==> config.mk <==
export PLATFORM = sky130hd
export DESIGN_NAME = vid_sync_decoder
export DESIGN_NICKNAME = d
export VERILOG_FILES = /design/src/rtl/vsd_pkg.sv /design/src/rtl/vsd_trs_detect.sv /design/src/rtl/vsd_line_num.sv /design/src/rtl/vsd_lock.sv /design/src/rtl/vid_sync_decoder.sv
export SDC_FILE = /design/constraint.sdc
export NUM_CORES = 1
export LEC_CHECK = 0
export ABC_AREA = 1
export BUFFER_PORTS_ARGS = -buffer_cell sky130_fd_sc_hd__buf_4
export CORE_MARGIN = 5
export CORE_UTILIZATION = 40
export CTS_BUF_LIST = sky130_fd_sc_hd__clkbuf_4
export DETAILED_ROUTE_END_ITERATION = 10
export SETUP_SLACK_MARGIN = 0.05
export SLEW_MARGIN = 5
export SYNTH_ARGS = -nofsm -noshare
export SYNTH_HDL_FRONTEND = slang
export SYNTH_SLANG_ARGS = --single-unit
==> constraint.sdc <==
create_clock -name clk -period 4.9 [get_ports clk]
set_input_delay 0.98 -clock clk [delete_from_list [all_inputs] [get_ports clk]]
set_output_delay 0.98 -clock clk [all_outputs]
set_load 0.005 [all_outputs]
==> src/rtl/vsd_pkg.sv <==
package vsd_pkg;
  localparam int LANE_W = 8;
  localparam int WORD_W = 2 * LANE_W;

  typedef struct packed {
    logic f;
    logic v;
    logic h;
  } vsd_flags_t;

  // Expected protection nibble for a status byte
  function automatic logic [3:0] prot_bits(vsd_flags_t c);
    return {c.v ^ c.h, c.f ^ c.h, c.f ^ c.v, c.f ^ c.v ^ c.h};
  endfunction
endpackage

==> src/rtl/vsd_trs_detect.sv <==
module vsd_trs_detect
  import vsd_pkg::*;
#(
  parameter int HIST = 3
) (
  input  logic              clk,
  input  logic              rst_n,
  input  logic [WORD_W-1:0] word_i,
  output logic              hit_o,
  output logic              bad_o,
  output vsd_flags_t        flags_o
);
  logic [WORD_W-1:0] hist_q [HIST];
  logic [WORD_W-1:0] hist_d [HIST];
  logic pre_ok, lanes_eq, code_seen, prot_ok;

  always_comb begin
    hist_d[0] = word_i;
    for (int k = 1; k < HIST; k++) hist_d[k] = hist_q[k-1];
  end

  generate
    for (genvar g = 0; g < HIST; g++) begin : g_hist
      always_ff @(posedge clk or negedge rst_n) begin
        if (!rst_n) hist_q[g] <= '0;
        else        hist_q[g] <= hist_d[g];
      end
    end
  endgenerate

  // oldest word is the all-ones word, the newer ones are all zero
  always_comb begin
    pre_ok = (hist_q[HIST-1] == '1);
    for (int k = 0; k < HIST-1; k++)
      if (hist_q[k] != '0) pre_ok = 1'b0;
  end

  assign lanes_eq  = (word_i[WORD_W-1:LANE_W] == word_i[LANE_W-1:0]);
  assign code_seen = pre_ok && lanes_eq && word_i[LANE_W-1];
  assign flags_o   = vsd_flags_t'(word_i[LANE_W-2:LANE_W-4]);
  assign prot_ok   = (word_i[3:0] == prot_bits(flags_o));
  assign hit_o     = code_seen && prot_ok;
  assign bad_o     = code_seen && !prot_ok;
endmodule

==> src/rtl/vsd_line_num.sv <==
module vsd_line_num
  import vsd_pkg::*;
#(
  parameter int LINE_W    = 11,
  parameter int LAST_LINE = 1125
) (
  input  logic              clk,
  input  logic              rst_n,
  input  logic              eav_i,
  input  logic [WORD_W-1:0] word_i,
  output logic [LINE_W-1:0] line_o,
  output logic              err_o
);
  localparam int LO_W = LANE_W - 1;
  localparam int HI_W = LINE_W - LO_W;
  localparam logic [LANE_W-HI_W-1:0] HI_MARK = {1'b1, {(LANE_W-HI_W-1){1'b0}}};

  typedef enum logic [1:0] {LN_IDLE, LN_LOW, LN_HIGH} ln_ph_t;

  ln_ph_t            ph_q, ph_d;
  logic [LO_W-1:0]   lo_q, lo_d;
  logic              fbad_q, fbad_d;
  logic [LINE_W-1:0] line_q, line_d, rx, succ;
  logic              pvld_q, pvld_d, err_q, err_d, lanes_eq;

  assign lanes_eq = (word_i[WORD_W-1:LANE_W] == word_i[LANE_W-1:0]);
  assign rx       = {word_i[HI_W-1:0], lo_q};
  assign succ     = (line_q == LINE_W'(LAST_LINE)) ? LINE_W'(1) : line_q + LINE_W'(1);

  always_comb begin
    ph_d   = ph_q;
    lo_d   = lo_q;
    fbad_d = fbad_q;
    line_d = line_q;
    pvld_d = pvld_q;
    err_d  = 1'b0;
    if (eav_i) begin
      ph_d = LN_LOW;
    end else begin
      case (ph_q)
        LN_LOW: begin
          lo_d   = word_i[LO_W-1:0];
          fbad_d = !lanes_eq || (word_i[LANE_W-1] == word_i[LANE_W-2]);
          ph_d   = LN_HIGH;
        end
        LN_HIGH: begin
          ph_d = LN_IDLE;
          if (fbad_q || !lanes_eq || (word_i[LANE_W-1:HI_W] != HI_MARK)) begin
            err_d = 1'b1;
          end else begin
            err_d  = pvld_q && (rx != succ);
            line_d = rx;
            pvld_d = 1'b1;
          end
        end
        default: ph_d = LN_IDLE;
      endcase
    end
  end

  always_ff @(posedge clk or negedge rst_n) begin
    if (!rst_n) begin
      ph_q   <= LN_IDLE;
      lo_q   <= '0;
      fbad_q <= 1'b0;
      line_q <= '0;
      pvld_q <= 1'b0;
      err_q  <= 1'b0;
    end else begin
      ph_q   <= ph_d;
      lo_q   <= lo_d;
      fbad_q <= fbad_d;
      line_q <= line_d;
      pvld_q <= pvld_d;
      err_q  <= err_d;
    end
  end

  assign line_o = line_q;
  assign err_o  = err_q;
endmodule

==> src/rtl/vsd_lock.sv <==
module vsd_lock #(
  parameter int CNT_W = 12
) (
  input  logic clk,
  input  logic rst_n,
  input  logic eav_i,
  output logic locked_o
);
  logic [CNT_W-1:0] cnt_q, cnt_d, per_q, per_d;
  logic pv_q, pv_d, seen_q, seen_d, lock_q, lock_d;

  always_comb begin
    cnt_d  = cnt_q;
    per_d  = per_q;
    pv_d   = pv_q;
    seen_d = seen_q;
    lock_d = lock_q;
    if (eav_i) begin
      cnt_d = CNT_W'(1);
      if (seen_q) begin
        lock_d = pv_q && (cnt_q == per_q);
        per_d  = cnt_q;
        pv_d   = 1'b1;
      end
      seen_d = 1'b1;
    end else begin
      if (cnt_q != '1) cnt_d = cnt_q + CNT_W'(1);
      if (lock_q && (cnt_q == per_q)) begin
        lock_d = 1'b0;
        pv_d   = 1'b0;
      end
    end
  end

  always_ff @(posedge clk or negedge rst_n) begin
    if (!rst_n) begin
      cnt_q  <= '0;
      per_q  <= '0;
      pv_q   <= 1'b0;
      seen_q <= 1'b0;
      lock_q <= 1'b0;
    end else begin
      cnt_q  <= cnt_d;
      per_q  <= per_d;
      pv_q   <= pv_d;
      seen_q <= seen_d;
      lock_q <= lock_d;
    end
  end

  assign locked_o = lock_q;
endmodule

==> src/rtl/vid_sync_decoder.sv <==
module vid_sync_decoder
  import vsd_pkg::*;
#(
  parameter int LINE_W         = 11,
  parameter int LAST_LINE      = 1125,
  parameter int MAX_LINE_WORDS = 4095
) (
  input  logic              clk,
  input  logic              rst_n,
  input  logic [15:0]       vid_i,
  output logic              hsync_o,
  output logic              vsync_o,
  output logic              field_o,
  output logic              de_o,
  output logic [15:0]       pix_o,
  output logic [LINE_W-1:0] line_o,
  output logic              xyz_err_o,
  output logic              line_err_o,
  output logic              locked_o
);
  localparam int CNT_W = $clog2(MAX_LINE_WORDS + 1);

  vsd_flags_t        code_fl, fl_q, fl_d;
  logic              hit, bad, eav, is_ones;
  logic              act_q, act_d, de_q, de_d, xerr_q;
  logic [WORD_W-1:0] pix_q, pix_d;

  vsd_trs_detect #(.HIST(3)) i_detect (
    .clk(clk), .rst_n(rst_n), .word_i(vid_i),
    .hit_o(hit), .bad_o(bad), .flags_o(code_fl)
  );

  assign eav     = hit && code_fl.h;
  assign is_ones = (vid_i == '1);

  vsd_line_num #(.LINE_W(LINE_W), .LAST_LINE(LAST_LINE)) i_line (
    .clk(clk), .rst_n(rst_n), .eav_i(eav), .word_i(vid_i),
    .line_o(line_o), .err_o(line_err_o)
  );

  vsd_lock #(.CNT_W(CNT_W)) i_lock (
    .clk(clk), .rst_n(rst_n), .eav_i(eav), .locked_o(locked_o)
  );

  always_comb begin
    fl_d  = hit ? code_fl : fl_q;
    de_d  = act_q && !is_ones;
    pix_d = de_d ? vid_i : pix_q;
    if (hit)          act_d = !code_fl.h && !code_fl.v;
    else if (is_ones) act_d = 1'b0;
    else              act_d = act_q;
  end

  always_ff @(posedge clk or negedge rst_n) begin
    if (!rst_n) begin
      fl_q   <= '0;
      act_q  <= 1'b0;
      de_q   <= 1'b0;
      pix_q  <= '0;
      xerr_q <= 1'b0;
    end else begin
      fl_q   <= fl_d;
      act_q  <= act_d;
      de_q   <= de_d;
      pix_q  <= pix_d;
      xerr_q <= bad;
    end
  end

  assign field_o   = fl_q.f;
  assign vsync_o   = fl_q.v;
  assign hsync_o   = fl_q.h;
  assign de_o      = de_q;
  assign pix_o     = pix_q;
  assign xyz_err_o = xerr_q;
endmodule

# Yosys cells after proc, flatten, opt, wreduce, memory -nomap -nowiden
# Index checks and enable logic that the tools add are counted.
# totals
word_cells	86
out_inout_bits	34
register_bits	120
# op_classes
addsub	2
reduce_logical	27
n_bitwise	6
mux	17
n_eq_ne	13
# ops
operator	count
== test 16 bit (second input constant)	2
nonzero test 16 bit	2
two-way mux 12 bit	2
adder 12 x 1 -> 12 bit (second input constant)	1
== test 12 bit	1
two-way mux 1 bit	12
!= test 12 bit (second input constant)	1
adder 11 x 1 -> 11 bit (second input constant)	1
== test 11 bit (second input constant)	1
two-way mux 11 bit	1
!= test 11 bit	1
logical AND 1 bit	10
== test 8 bit	1
AND reduction 2 bit	3
nonzero test 2 bit	3
zero test 1 bit	5
== test 4 bit	1
two-way mux 2 bit	2
!= test 4 bit (second input constant)	1
XOR 1 bit	4
logical OR 1 bit	3
AND reduction 3 bit	1
== test 2 x 1 -> 1 bit (second input constant)	1
== test 2 bit (second input constant)	1
other kinds (3)	4

# Logic depth before layout (Yosys ltp)
# Gate-level depths: netlist of the first run.
# logic_depth
word_depth	9
mapped_depth	14

# By module
# Synthesis of the first run repeated with hierarchy kept, for this count alone.
# hier_totals
hier_cells	686
area_unflattened_um2	5650.4
# by_module_without_submodules
module	n_inst	cells_each	seq_area_each_um2	area_per_inst_um2
vsd_trs_detect	1	174	1201.2	1707.9
vsd_line_num	1	216	575.6	1560.2
vsd_lock	1	182	675.6	1425.1
vid_sync_decoder	1	114	550.5	957.2

# Worst setup path before layout of the first run
# No wires, ideal clock.
# synth_timing
kind	input port to flip-flop
from	input port vid_i[4]
to	register i_lock.cnt_q[4]
required_ns	4.780
path_slack_ns	2.398
arrival_ns	2.382
cell_stages	11
path_cell_list	buf_4 inv_1 ha_1 xnor2_1 o21ai_0 nor2_2 nand3_1 buf_4 buf_6 o211ai_1 inv_1
# synth_via
elab_chain_cells	6
elab_cells_between_ends	11
cone_classes	2 x eq/ne; 1 x mux; 3 x bitwise; 5 x reduce/logical
# synth_rtl
item	line_no	text
start, declared	vid_sync_decoder.sv:10	input logic [15:0] vid_i,
== test 8 bit	vsd_trs_detect.sv:38	assign lanes_eq = (word_i[WORD_W-1:LANE_W] == word_i[LANE_W-1:0]);
logical AND 1 bit (2 in series)	vsd_trs_detect.sv:39	assign code_seen = pre_ok && lanes_eq && word_i[LANE_W-1];
logical AND 1 bit	vsd_trs_detect.sv:42	assign hit_o = code_seen && prot_ok;
logical AND 1 bit (*)	vid_sync_decoder.sv:33	assign eav = hit && code_fl.h;
two-way mux 12 bit / nonzero test 2 bit (equally long branches)	-	
end signal, assigned	vsd_lock.sv:43	cnt_q <= cnt_d;
end, declared	vsd_lock.sv:9	logic [CNT_W-1:0] cnt_q, cnt_d, per_q, per_d;
# Every way passes the cells marked *; elsewhere a longest branch is shown, timed or not.
# A chain may end at the register's enable or synchronous reset.

# Worst setup path after layout of the first run
# layout_timing
from	input port vid_i[4]
to	register i_line.lo_q[1]
# layout_via
elab_chain_cells	7
elab_cells_between_ends	11
cone_classes	2 x eq/ne; 4 x bitwise; 5 x reduce/logical
# layout_rtl
item	line_no	text
== test 8 bit	vsd_trs_detect.sv:38	
logical AND 1 bit (2 in series)	vsd_trs_detect.sv:39	
logical AND 1 bit	vsd_trs_detect.sv:42	
logical AND 1 bit (*)	vid_sync_decoder.sv:33	
inverter 1 bit (no line) (*)	-	
AND reduction 2 bit (no line) (*)	-	
end signal, assigned	vsd_line_num.sv:71	lo_q <= lo_d;
end, declared	vsd_line_num.sv:21	logic [LO_W-1:0] lo_q, lo_d;
# Marks and branches as above.

==> results of run 1 <==
==> layout by cell type (no fill, tap or decap) <==
| master | n |
|---|---|
| nand2_1 | 182 |
| nand4_2 | 1 |
| nor2_1 | 56 |
| clkbuf_4 | 18 |
| nand4_1 | 25 |
| inv_6 | 1 |
| xor2_1 | 9 |
| nor3b_1 | 1 |
| o21ai_1 | 1 |
| o211ai_1 | 2 |
| buf_4 | 55 |
| nor3_1 | 7 |
| a21oi_1 | 3 |
| inv_1 | 60 |
| o21bai_1 | 2 |
| nor2_2 | 2 |
| nand3b_1 | 3 |
| clkinv_1 | 5 |
| xnor2_1 | 18 |
| bufinv_16 | 3 |
| clkinv_2 | 2 |
| nand3_1 | 33 |
| or2_2 | 2 |
| dfrtp_1 | 120 |
| clkinvlp_4 | 2 |
| a21boi_0 | 1 |
| nand3_4 | 1 |
| ha_1 | 7 |
| nor4_1 | 1 |
| o21ai_0 | 31 |
| clkinv_4 | 2 |
==> per-stage QoR <==
| step | total power, mW | cell area, µm² | worst slack [ns] | instances | util (%) |
|---|---|---|---|---|---|
| CTS | 1.83 | 6030 | 2.00 | 828 | 47.4 |
| global placement | 1.11 | 5740 | 1.49 | 796 | 45.1 |
| floorplan | 1.06 | 5220 | 2.40 | 586 | - |
| detailed placement | 1.11 | 5740 | 1.43 | 796 | 45.1 |
| global route | 1.89 | 6030 | 1.80 | 828 | 47.4 |
| finish | 1.81 | 6030 | 2.00 | 828 | 47.4 |
==> cell families after synthesis <==
logic type | after synthesis | synth area share [%]
adders and majority gates | 7 | 1.68
DFF | 120 | 57.5
xor gates and xnor gates | 27 | 4.53
buffers and inverters | 78 | 6.52
AOI/OAI and AO/OA | 40 | 4.07
and+or+nand+nor | 314 | 25.7
==> sequential cells by signal (all words and copies together) (netlist names), 2 cells and up <==
register         flops
i_lock.cnt_q        12
i_line.lo_q          7
i_line.line_o       11
pix_o               16
i_lock.per_q        12
i_detect.hist_q     16
i_detect.hist_d     32
i_line.ph_q          2
==> where the power goes <==
part	leakage, nW	internal, mW	switching [mW]	total [mW]
clock network	0.152	0.353	0.368	0.721
registers	1.54	1.01	0.00810	1.02
logic	1.32	0.0233	0.0477	0.0710
==> Yosys cell counts, types with 2 or more instances <==
master      n  share of area, %
o21ai_0    31               3.0
xnor2_1    18               3.0
o21bai_1    2              0.29
inv_1      60               4.3
o211ai_1    2              0.29
nand2_1   182                13
clkbuf_1    3              0.22
nor2_2      2              0.24
nand3b_1    3              0.43
nand3_1    33               3.2
nor2_1     56               4.0
dfrtp_1   120                58
a21oi_1     3              0.29
nor3_1      7              0.67
ha_1        7               1.7
or2_2       2              0.24
clkbuf_2    2              0.19
buf_2       6              0.58
xor2_1      9               1.5
nand4_1    25               3.0
buf_6       4              0.86
buf_4       2              0.29
==> area by class of cell <==
type / count / area (µm²) / area share [%]
clock inverter: 14 / 156 / 2.59
sequential: 120 / 3000 / 49.8
timing repair buffer: 55 / 413 / 6.85
tap: 172 / 215 / 3.57
clock buffer: 18 / 135 / 2.24
inverter: 61 / 229 / 3.80
multi-input combinational: 388 / 1880 / 31.1
==> per-layer routing <==
layer,up-vias,part of all wire (%)
met5,-,0
met4,0,1.4
met3,15,3.4
met2,69,50
met1,1875,45
li1,1978,-
==> how the worst max path moves through the flow <==
stage / slack, ns / from / endpoint
6_report: 2.00 / vid_i[4] / i_line.lo_q[1]
3_3_place_gp: 1.49 / vid_i[4] / i_line.lo_q[4]
5_1_grt: 1.80 / i_detect.hist_d[24] / i_line.lo_q[4]
4_1_cts: 2.00 / vid_i[4] / i_line.fbad_q
2_1_floorplan: 2.40 / vid_i[4] / i_lock.cnt_q[4]
3_5_place_dp: 1.43 / vid_i[4] / i_line.fbad_q
==> critical path: stages <==
cell     delay [ns]
buf_4          0.15
inv_1          0.09
ha_1           0.31
xnor2_1        0.12
o21ai_0        0.11
nor2_2         0.19
nand3_1        0.58
nand2_1        0.62
o21ai_0        0.15
==> metrics.txt, run 1 <==
# TYPE chip_impl_metric gauge
chip_impl_metric{name="die_width",unit="µm"} 124
chip_impl_metric{name="ys_warn_count",unit=""} 0
chip_impl_info{name="r2r_start",value="i_detect.hist_d[17]"} 1
chip_impl_metric{name="whs_path_depth",unit=""} 0
chip_impl_metric{name="layout_cells_sized_above_1",unit="%"} 13.6
chip_impl_metric{name="synth_cell_types",unit=""} 29
chip_impl_info{name="cts_tree",value="yes"} 1
chip_impl_metric{name="layout-area-overhead-vs-synth",unit="%"} 15.5
chip_impl_metric{name="timing.reg2reg.setup_slack",unit="ns"} 2.19
chip_impl_metric{name="grt_overflow",unit=""} 0
chip_impl_info{name="most_frequently_used_flop_master_after_synthesis",value="dfrtp_1"} 1
chip_impl_metric{name="fillCellCount",unit=""} 1303
chip_impl_metric{name="final-setup-viol-count",unit=""} 0
chip_impl_metric{name="h-tree-depth",unit=""} 4
chip_impl_metric{name="initial_antenna_violation_count",unit=""} 0
chip_impl_metric{name="worst_skew_pair.late_latency",unit="ns"} 0.53
chip_impl_metric{name="buffer_ports.inserted",unit=""} 51
chip_impl_metric{name="final.period_utilization",unit="%"} 59.2
chip_impl_metric{name="numClockSinks",unit=""} 120
chip_impl_metric{name="hold_violations",unit=""} 0
chip_impl_metric{name="synth_area_per_cell",unit="µm²"} 8.91
chip_impl_info{name="hold_path_startpoint",value="i_detect.hist_d[19]"} 1
chip_impl_metric{name="cts_hold_repair.buffers",unit=""} 0
chip_impl_metric{name="flops_latches_synth",unit=""} 120
chip_impl_metric{name="synth_seq_area_share",unit="%"} 57.5
chip_impl_metric{name="endpoint_required_time_on_the_critical_path",unit="ns"} 5.30
chip_impl_metric{name="drt-vias-per-instance",unit=""} 4.75
chip_impl_metric{name="critical_path.max_fanout",unit=""} 18
chip_impl_metric{name="floorplan.io_pins",unit=""} 52
chip_impl_metric{name="synth_area",unit="µm²"} 5220
chip_impl_info{name="grt_setup_unrepaired",value="no"} 1
chip_impl_metric{name="wl_per_cell",unit="µm"} 13.4
chip_impl_metric{name="largest_net_degree_at_the_start_of_global_routing",unit=""} 62
chip_impl_info{name="worstSetupPathType",value="in -> reg"} 1
chip_impl_metric{name="power.density",unit="nW/µm²"} 300
chip_impl_metric{name="synthesis.instances",unit=""} 586
chip_impl_metric{name="post_cts_resize_count",unit=""} 0
chip_impl_metric{name="finalNetCount",unit=""} 668
chip_impl_metric{name="drt_drc_violations_left",unit=""} 0
chip_impl_metric{name="antenna_cells",unit=""} 0
chip_impl_info{name="setup.worst_path.end_class",value="flip-flop"} 1
chip_impl_metric{name="worst_slew_margin_rel",unit="%"} 35.5
chip_impl_info{name="grt-busiest-layer",value="met2"} 1
chip_impl_info{name="holdCritPathClass",value="reg -> reg"} 1
chip_impl_metric{name="asr_flop_ratio_synth",unit="%"} 100
chip_impl_metric{name="clkTransAtPathRegs",unit="ns"} 0.11
chip_impl_metric{name="postRouteAntennaNets",unit=""} 0
chip_impl_metric{name="actual_slew_at_the_worst_max_slew_pin",unit="ns"} 0.965
chip_impl_metric{name="fmaxAchievable",unit="GHz"} 0.345
chip_impl_metric{name="synth_enable_flop_cells",unit=""} 0
chip_impl_metric{name="site_row_count",unit=""} 41
chip_impl_metric{name="synthesis.nets",unit=""} 611
chip_impl_metric{name="floorplan.core_area",unit="µm²"} 12700
chip_impl_info{name="worstReg2RegEnd",value="i_line.lo_q[1]"} 1
chip_impl_metric{name="worstRegToRegCells",unit=""} 10
chip_impl_metric{name="die_area",unit="µm²"} 15400
chip_impl_info{name="clock-root-buffer",value="clkbuf_4"} 1
chip_impl_metric{name="cts_max_path_buffers",unit=""} 2
chip_impl_metric{name="postCtsSetupRepairBufs",unit=""} 0
chip_impl_metric{name="timing.final.crit_period",unit="ns"} 2.90
chip_impl_metric{name="worst_hold_margin",unit="ns"} 0.374
chip_impl_metric{name="gr-usage-met2",unit="%"} 25.0
chip_impl_metric{name="grt_pass1_wl",unit="mm"} 19.3
chip_impl_metric{name="cts_made_buffers",unit=""} 17
chip_impl_info{name="timing.hold.worst_endpoint",value="i_detect.hist_d[3]"} 1
chip_impl_metric{name="leakagePower",unit="nW"} 3.01
chip_impl_metric{name="groute.usage.overall",unit="%"} 15.4
chip_impl_metric{name="grt_use_met3",unit="%"} 4.85
chip_impl_metric{name="finClkSkew",unit="ns"} 0.0144
chip_impl_metric{name="gr-usage-met1",unit="%"} 19.7
chip_impl_metric{name="finalWirelength",unit="mm"} 11.1
chip_impl_info{name="timing.critical_path.from_type",value="primary input"} 1
chip_impl_metric{name="maxSlewViolCount",unit=""} 0
chip_impl_metric{name="setup_tns_final",unit="ns"} 0
chip_impl_metric{name="via_count",unit=""} 3937
chip_impl_metric{name="firstDrtPassIters",unit=""} 5
chip_impl_metric{name="ir_drop",unit="µV"} 167
chip_impl_metric{name="die_y",unit="µm"} 124
chip_impl_metric{name="via_count_of_the_first_global_routing_pass",unit=""} 3926
chip_impl_metric{name="maxCapViolations",unit=""} 0
chip_impl_info{name="outcome",value="finished, final reports clean"} 1
chip_impl_metric{name="first_iter_violations",unit=""} 259
chip_impl_metric{name="hpwlAfterDp",unit="mm"} 8.16
chip_impl_metric{name="gpl.final_weighted_congestion",unit=""} 0.872
chip_impl_metric{name="worst_ep_arrival",unit="ns"} 3.30
chip_impl_metric{name="initial_core_util",unit="%"} 41.0
Note: power is estimated with default switching activity, not from simulation.
==> run 2: changes to the inputs <==
==> constraint.sdc (replaced) <==
create_clock -name clk -period 2.8 [get_ports clk]
set_input_delay 0.56 -clock clk [delete_from_list [all_inputs] [get_ports clk]]
set_output_delay 0.56 -clock clk [all_outputs]
set_load 0.005 [all_outputs]
==> metrics.txt, run 2 (synthesis results as in run 1) <==
# TYPE chip_impl_metric gauge
chip_impl_info{name="critical_path.slowest_cell",value="dfrtp_1"} 1
chip_impl_info{name="outcome",value="finished, final reports clean"} 1
chip_impl_info{name="setup.worst_path.end_class",value="flip-flop"} 1
chip_impl_metric{name="ir_drop",unit="µV"} 248
chip_impl_metric{name="drt_drc_violations_left",unit=""} 0
chip_impl_metric{name="postRouteAntennaNets",unit=""} 0
chip_impl_metric{name="numClockSinks",unit=""} 120
chip_impl_metric{name="fillCellCount",unit=""} 1311
chip_impl_metric{name="whs_path_depth",unit=""} 1
chip_impl_metric{name="firstDrtPassIters",unit=""} 4
chip_impl_metric{name="maxSlewViolCount",unit=""} 0
chip_impl_metric{name="actual_slew_at_the_worst_max_slew_pin",unit="ns"} 0.561
chip_impl_metric{name="h-tree-depth",unit=""} 4
chip_impl_metric{name="fin_cells",unit=""} 835
chip_impl_metric{name="first_iter_violations",unit=""} 282
chip_impl_metric{name="worstRegToRegCells",unit=""} 12
chip_impl_metric{name="maxCapViolations",unit=""} 0
chip_impl_metric{name="layout_cells_sized_above_1",unit="%"} 14.7
chip_impl_info{name="worstSetupPathType",value="reg -> reg"} 1
chip_impl_metric{name="initial_core_util",unit="%"} 41.0
chip_impl_metric{name="buffer_ports.inserted",unit=""} 51
chip_impl_metric{name="wl_per_cell",unit="µm"} 13.6
chip_impl_metric{name="timing.final.crit_period",unit="ns"} 2.20
chip_impl_metric{name="drt-vias-per-instance",unit=""} 4.77
chip_impl_metric{name="power.density",unit="nW/µm²"} 508
chip_impl_metric{name="combined_buffer_and_inverter_count_along_the_critical_path",unit=""} 1
chip_impl_metric{name="initial_antenna_violation_count",unit=""} 1
chip_impl_metric{name="gpl.final_weighted_congestion",unit=""} 0.824
chip_impl_info{name="grt_setup_unrepaired",value="no"} 1
chip_impl_info{name="timing.critical_path.cells",value="ha_1 > nand2_1 > nor2_1 > nand3_1 > nand3b_1 > nand2_1 > inv_1 > nand2_1 > nor2_1 > nand3_1 > nand2_1 > a21oi_1"} 1
chip_impl_metric{name="critPathMaxStageDelay",unit="ns"} 0.52
chip_impl_metric{name="setup_tns_final",unit="ns"} 0
chip_impl_metric{name="postCtsSetupRepairBufs",unit=""} 0
chip_impl_info{name="cts_tree",value="yes"} 1
chip_impl_metric{name="die_area",unit="µm²"} 15400
chip_impl_metric{name="worst_slew_margin_rel",unit="%"} 62.6
chip_impl_metric{name="finalNetCount",unit=""} 673
chip_impl_metric{name="grt_overflow",unit=""} 0
chip_impl_metric{name="largest_reg_flops",unit=""} 32
chip_impl_metric{name="site_row_count",unit=""} 41
chip_impl_info{name="timing.critical_path.from_type",value="flip-flop"} 1
chip_impl_metric{name="cts_max_path_buffers",unit=""} 2
chip_impl_metric{name="finClkSkew",unit="ns"} 0.0140
chip_impl_metric{name="final.period_utilization",unit="%"} 78.5
chip_impl_metric{name="floorplan.io_pins",unit=""} 52
chip_impl_metric{name="via_count_of_the_first_global_routing_pass",unit=""} 4108
chip_impl_metric{name="grt_pass1_wl",unit="mm"} 20.0
chip_impl_info{name="final_cell_mix",value="nand2_1, dfrtp_1, inv_1"} 1
chip_impl_metric{name="die_y",unit="µm"} 124
chip_impl_metric{name="hold_violations",unit=""} 0
chip_impl_metric{name="endpoint_required_time_on_the_critical_path",unit="ns"} 3.20
chip_impl_metric{name="hpwlAfterDp",unit="mm"} 8.16
chip_impl_metric{name="layout-area-overhead-vs-synth",unit="%"} 16.2
chip_impl_metric{name="largest_net_degree_at_the_start_of_global_routing",unit=""} 44
chip_impl_metric{name="floorplan.core_area",unit="µm²"} 12700
chip_impl_metric{name="clkTransAtPathRegs",unit="ns"} 0.12
chip_impl_metric{name="cts_made_buffers",unit=""} 17
chip_impl_metric{name="final-setup-viol-count",unit=""} 0
chip_impl_info{name="crit_family",value="simple AND/OR/NAND/NOR gates"} 1
chip_impl_metric{name="die_width",unit="µm"} 124
chip_impl_info{name="most_common_library_cell_in_the_layout_ignoring_fill_and_taps",value="nand2_1"} 1
chip_impl_metric{name="worst_skew_pair.late_latency",unit="ns"} 0.51
chip_impl_metric{name="finalWirelength",unit="mm"} 11.4
chip_impl_metric{name="dpl.cell_count",unit=""} 800
chip_impl_info{name="timing.critical_path.mode_cell",value="nand2_1"} 1
chip_impl_metric{name="fmaxAchievable",unit="GHz"} 0.455
chip_impl_metric{name="crit_cells",unit=""} 12
chip_impl_info{name="holdCritPathClass",value="in -> reg"} 1
chip_impl_metric{name="via_count",unit=""} 3984
chip_impl_metric{name="groute.usage.overall",unit="%"} 16.0
chip_impl_metric{name="critical_path.max_fanout",unit=""} 14
chip_impl_info{name="clock-root-buffer",value="clkbuf_4"} 1
chip_impl_metric{name="leakagePower",unit="nW"} 3.03
chip_impl_metric{name="worst_ep_arrival",unit="ns"} 2.59
-- run 2: per-layer routing --
layer	vias to the layer above	track usage, %	wire (µm)
met2	82	25.9	5560
met4	0	5.87	142
li1	1989	-	-
met1	1904	20.5	5220
met3	9	4.37	463
met5	-	0	0
-- run 2: worst paths after layout --
check / start / to / slack [ns]
worst min register to register: i_detect.hist_d[16] / i_detect.hist_d[0] / 0.38
worst max register to register: i_line.line_o[0] / i_line.err_o / 0.60
max in group asynchronous: rst_n / i_line.line_o[4] / 1.55
worst max-delay path: i_line.line_o[0] / i_line.err_o / 0.60
min in group asynchronous: rst_n / i_line.ph_q[0] / 0.57
worst min-delay path: vid_i[8] / i_detect.hist_d[24] / 0.19
-- run 2: final cells by class --
cell class / count / area [µm²] / area share [%]
Inverter: 61 / 229 / 3.78
Clock inverter: 15 / 141 / 2.33
Clock buffer: 17 / 128 / 2.10
Timing Repair Buffer: 60 / 465 / 7.67
Sequential cell: 120 / 3000 / 49.5
Antenna cell: 2 / 5.00 / 0.0825
Tap cell: 172 / 215 / 3.55
Multi-Input combinational cell: 388 / 1880 / 31.0
-- run 2: metrics by stage --
step                power, mW  hold WS [ns]  setup slack, ns  cell area, µm²  utilization, %
floorplan                1.86         0.264            0.718            5220               -
global placement         1.94         0.356            0.483            5780            45.4
detailed placement       1.95         0.360            0.428            5780            45.4
CTS                      3.13         0.136            0.639            6060            47.6
global route             3.24         0.109            0.307            6060            47.7
finish                   3.08         0.189            0.603            6060            47.7
-- run 2: repair_timing --
action / 4_1_cts / 5_1_grt
endpoints found under the setup margin: 0 / 0
resized for setup: 0 / 0
hold buffers: 1 / 0
endpoints found under the hold margin: 11 / 0
-- run 2: power by group --
| group | internal (mW) | leakage [nW] | switching [mW] |
|---|---|---|---|
| Sequential | 1.77 | 1.54 | 0.0152 |
| Combinational | 0.0446 | 1.35 | 0.0843 |
| Clock | 0.458 | 0.145 | 0.711 |
| Total | 2.27 | 3.03 | 0.810 |
-- run 2: worst register-to-register path, cell delays in order, from the launching register on --
cell	delay (ns)
dfrtp_1	0.52
ha_1	0.20
nand2_1	0.06
nor2_1	0.10
nand3_1	0.41
nand3b_1	0.24
nand2_1	0.07
inv_1	0.05
nand2_1	0.04
nor2_1	0.13
nand3_1	0.11
nand2_1	0.09
a21oi_1	0.07
==> run 3: changes to the inputs <==
--- a/config.mk
+++ b/config.mk
@@ -5,7 +5,7 @@
 export SDC_FILE = /design/constraint.sdc
 export NUM_CORES = 1
 export LEC_CHECK = 0
-export ABC_AREA = 1
+export ABC_AREA = 0
 export BUFFER_PORTS_ARGS = -buffer_cell sky130_fd_sc_hd__buf_4
 export CORE_MARGIN = 5
 export CORE_UTILIZATION = 40
==> constraint.sdc (replaced) <==
create_clock -name clk -period 1.9 [get_ports clk]
set_input_delay 0.38 -clock clk [delete_from_list [all_inputs] [get_ports clk]]
set_output_delay 0.38 -clock clk [all_outputs]
set_load 0.005 [all_outputs]
==> metrics.txt, run 3 <==
# TYPE chip_impl_metric gauge
chip_impl_info{name="synth_common_cells",value="dfrtp_1, nand2_1, xnor2_1"} 1
chip_impl_metric{name="drt-vias-per-instance",unit=""} 5.00
chip_impl_metric{name="asr_flop_ratio_synth",unit="%"} 100
chip_impl_metric{name="layout.cell_area.non_filler",unit="µm²"} 6900
chip_impl_info{name="setup.worst_path.end_class",value="flip-flop"} 1
chip_impl_metric{name="firstDrtPassIters",unit=""} 5
chip_impl_info{name="most_frequently_used_flop_master_after_synthesis",value="dfrtp_1"} 1
chip_impl_metric{name="synth_seq_area_share",unit="%"} 58.4
chip_impl_metric{name="final-setup-viol-count",unit=""} 54
chip_impl_info{name="worstSetupPathType",value="reg -> reg"} 1
chip_impl_info{name="synth_top_cell_by_area",value="dfrtp_1"} 1
chip_impl_metric{name="floorplan.core_area",unit="µm²"} 12600
chip_impl_info{name="outcome",value="finished, violations left"} 1
chip_impl_metric{name="synth_largest_type_area_fraction",unit="%"} 58.4
chip_impl_metric{name="endpoint_required_time_on_the_critical_path",unit="ns"} 2.29
chip_impl_metric{name="via_count",unit=""} 3798
chip_impl_metric{name="dpl_cell_area",unit="µm²"} 6350
chip_impl_metric{name="die_width",unit="µm"} 123
chip_impl_metric{name="worst_ep_arrival",unit="ns"} 2.86
chip_impl_metric{name="die_area",unit="µm²"} 15200
chip_impl_metric{name="synthesis.nets",unit=""} 457
chip_impl_metric{name="final.setup.worst_slack",unit="ns"} -0.563
chip_impl_metric{name="grt_pass1_wl",unit="mm"} 20.7
chip_impl_metric{name="antenna_cells",unit=""} 0
chip_impl_metric{name="worst_slew_margin_rel",unit="%"} 69.8
chip_impl_info{name="final_cell_mix",value="buf_4, dfrtp_1, nand2_1"} 1
chip_impl_metric{name="h-tree-depth",unit=""} 4
chip_impl_metric{name="hold_violations",unit=""} 0
chip_impl_metric{name="layout-area-overhead-vs-synth",unit="%"} 34.2
chip_impl_metric{name="initial_antenna_violation_count",unit=""} 0
chip_impl_metric{name="synth_area_per_cell",unit="µm²"} 11.9
chip_impl_metric{name="cts_made_buffers",unit=""} 17
chip_impl_metric{name="via_count_of_the_first_global_routing_pass",unit=""} 3930
chip_impl_metric{name="layout_cells_sized_above_1",unit="%"} 39.4
chip_impl_metric{name="finalNetCount",unit=""} 599
chip_impl_metric{name="worst_skew_pair.late_latency",unit="ns"} 0.51
chip_impl_metric{name="worst_slack_at_placement",unit="ns"} -0.658
chip_impl_metric{name="site_row_count",unit=""} 41
chip_impl_metric{name="ys_warn_count",unit=""} 0
chip_impl_metric{name="gpl.final_weighted_congestion",unit=""} 0.848
chip_impl_metric{name="synth_area",unit="µm²"} 5140
chip_impl_metric{name="initial_core_util",unit="%"} 40.7
chip_impl_metric{name="cts_max_path_buffers",unit=""} 2
chip_impl_metric{name="leakagePower",unit="nW"} 3.26
chip_impl_metric{name="largest_reg_flops",unit=""} 32
chip_impl_info{name="clock-root-buffer",value="clkbuf_4"} 1
chip_impl_info{name="synth.most_common_cell",value="dfrtp_1"} 1
chip_impl_metric{name="setup_tns_final",unit="ns"} -22.81
chip_impl_metric{name="fmaxAchievable",unit="GHz"} 0.406
chip_impl_metric{name="actual_slew_at_the_worst_max_slew_pin",unit="ns"} 0.453
chip_impl_metric{name="floorplan.io_pins",unit=""} 52
chip_impl_metric{name="first_iter_violations",unit=""} 262
chip_impl_metric{name="die_y",unit="µm"} 123
chip_impl_metric{name="maxCapViolations",unit=""} 0
chip_impl_metric{name="numClockSinks",unit=""} 120
chip_impl_metric{name="maxSlewViolCount",unit=""} 0
chip_impl_metric{name="hpwlAfterDp",unit="mm"} 9.18
chip_impl_info{name="holdCritPathClass",value="in -> reg"} 1
chip_impl_metric{name="worst_hold_margin",unit="ns"} 0.111
chip_impl_metric{name="wl_per_cell",unit="µm"} 16.5
chip_impl_metric{name="power.density",unit="nW/µm²"} 746
chip_impl_metric{name="worstRegToRegCells",unit=""} 8
chip_impl_metric{name="finClkSkew",unit="ns"} 0.0208
chip_impl_metric{name="ir_drop",unit="µV"} 642
chip_impl_metric{name="buffer_ports.inserted",unit=""} 51
chip_impl_metric{name="clkTransAtPathRegs",unit="ns"} 0.11
chip_impl_info{name="cts_tree",value="yes"} 1
chip_impl_info{name="failing_checks",value="negative setup slack"} 1
chip_impl_info{name="timing.critical_path.from_type",value="flip-flop"} 1
chip_impl_metric{name="grt_overflow",unit=""} 0
chip_impl_metric{name="postRouteAntennaNets",unit=""} 0
chip_impl_info{name="grt_setup_unrepaired",value="yes"} 1
chip_impl_metric{name="synth_enable_flop_cells",unit=""} 0
chip_impl_metric{name="groute.usage.overall",unit="%"} 17.9
chip_impl_metric{name="synthesis.instances",unit=""} 432
chip_impl_metric{name="flops_latches_synth",unit=""} 120
chip_impl_metric{name="timing.final.crit_period",unit="ns"} 2.46
chip_impl_metric{name="whs_path_depth",unit=""} 2
chip_impl_metric{name="largest_net_degree_at_the_start_of_global_routing",unit=""} 36
chip_impl_metric{name="drt_drc_violations_left",unit=""} 0
chip_impl_metric{name="synth_cell_types",unit=""} 60
chip_impl_info{name="most_common_library_cell_in_the_layout_ignoring_fill_and_taps",value="buf_4"} 1
chip_impl_metric{name="utilization",unit="%"} 54.7
chip_impl_info{name="post_synth_main_area_contributors",value="dfrtp_1, xnor2_1, nand2_1"} 1
chip_impl_metric{name="critical_path.max_fanout",unit=""} 13
chip_impl_metric{name="final.period_utilization",unit="%"} 130
chip_impl_metric{name="finalWirelength",unit="mm"} 12.5
==> run 3: cell types whose count changed in the layout (fill, tap and decap cells not counted), sizes merged, moves of 5 or more <==
| cell | previous run | this run |
|---|---|---|
| buf | 59 | 139 |
| inv | 66 | 21 |
| mux2 | 0 | 26 |
| nand2 | 182 | 47 |
| nand3 | 34 | 6 |
| nand4 | 26 | 15 |
| nor2 | 58 | 14 |
| nor4 | 1 | 8 |
| or3 | 0 | 5 |
| xnor2 | 18 | 33 |
==> run 3: final timing paths <==
path                                     start  slack [ns]                   to
setup / recovery           i_detect.hist_d[13]       -0.56      i_lock.per_q[8]
hold / removal                       vid_i[12]        0.11  i_detect.hist_d[28]
setup reg to reg           i_detect.hist_d[13]       -0.56      i_lock.per_q[8]
hold reg to reg            i_detect.hist_d[13]        0.36  i_detect.hist_q[13]
max in group asynchronous                rst_n        0.99     i_line.line_o[0]
min in group asynchronous                rst_n        0.35  i_detect.hist_d[11]
==> run 3: area by class of cell <==
class | count | area, µm²
Timing Repair Buffer | 140 | 1130
Sequential cell | 120 | 3000
Tap cell | 172 | 215
Clock inverter | 15 | 146
Inverter | 17 | 63.8
Fill cell | 1109 | 5720
Multi-Input combinational cell | 278 | 2210
Clock buffer | 17 | 128
==> run 3: critical path, cell delays in order (launching register included) <==
cell     delay (ns)
dfrtp_1        0.38
or4_1          0.60
nor4_4         0.23
nand4_1        0.23
nor4_4         0.21
buf_4          0.19
nand2_2        0.07
buf_12         0.16
mux2_4         0.30
==> run 3: repair_timing <==
action,CTS,global route
pin swaps,16,5
setup endpoints to repair,55,55
hold buffers,1,0
gates resized for setup,40,10
gates cloned,2,0
endpoints found under the hold margin,29,0
setup buffers,5,2
==> run 3: routing by layer <==
layer / vias up / global-route usage [%] / wire [µm]
met5: - / 0 / 0
met4: 0 / 5.74 / 116
met1: 1919 / 23.9 / 5780
li1: 1821 / - / -
met3: 8 / 4.30 / 400
met2: 50 / 28.9 / 6250
==> run 3: kinds of logic after synthesis <==
kind of cell / share of synthesized area (%)
muxes: 6.72
AOI/OAI and AO/OA: 7.35
and+or+nand+nor: 15.6
xor gates and xnor gates: 7.25
adders and majority gates: 1.70
DFF: 58.4
buffers and inverters: 2.99
==> run 3: through the flow <==
step | total power [mW] | cells
global route | 5.42 | 759
CTS | 5.20 | 758
detailed placement | 3.43 | 718
floorplan | 3.10 | 432
global placement | 3.41 | 718
finish | 5.14 | 759
==> run 3: power by group <==
group	switching [mW]	internal, mW
Sequential	0.0583	2.64
Combinational	0.376	0.359
Clock	1.03	0.675
Total	1.47	3.68
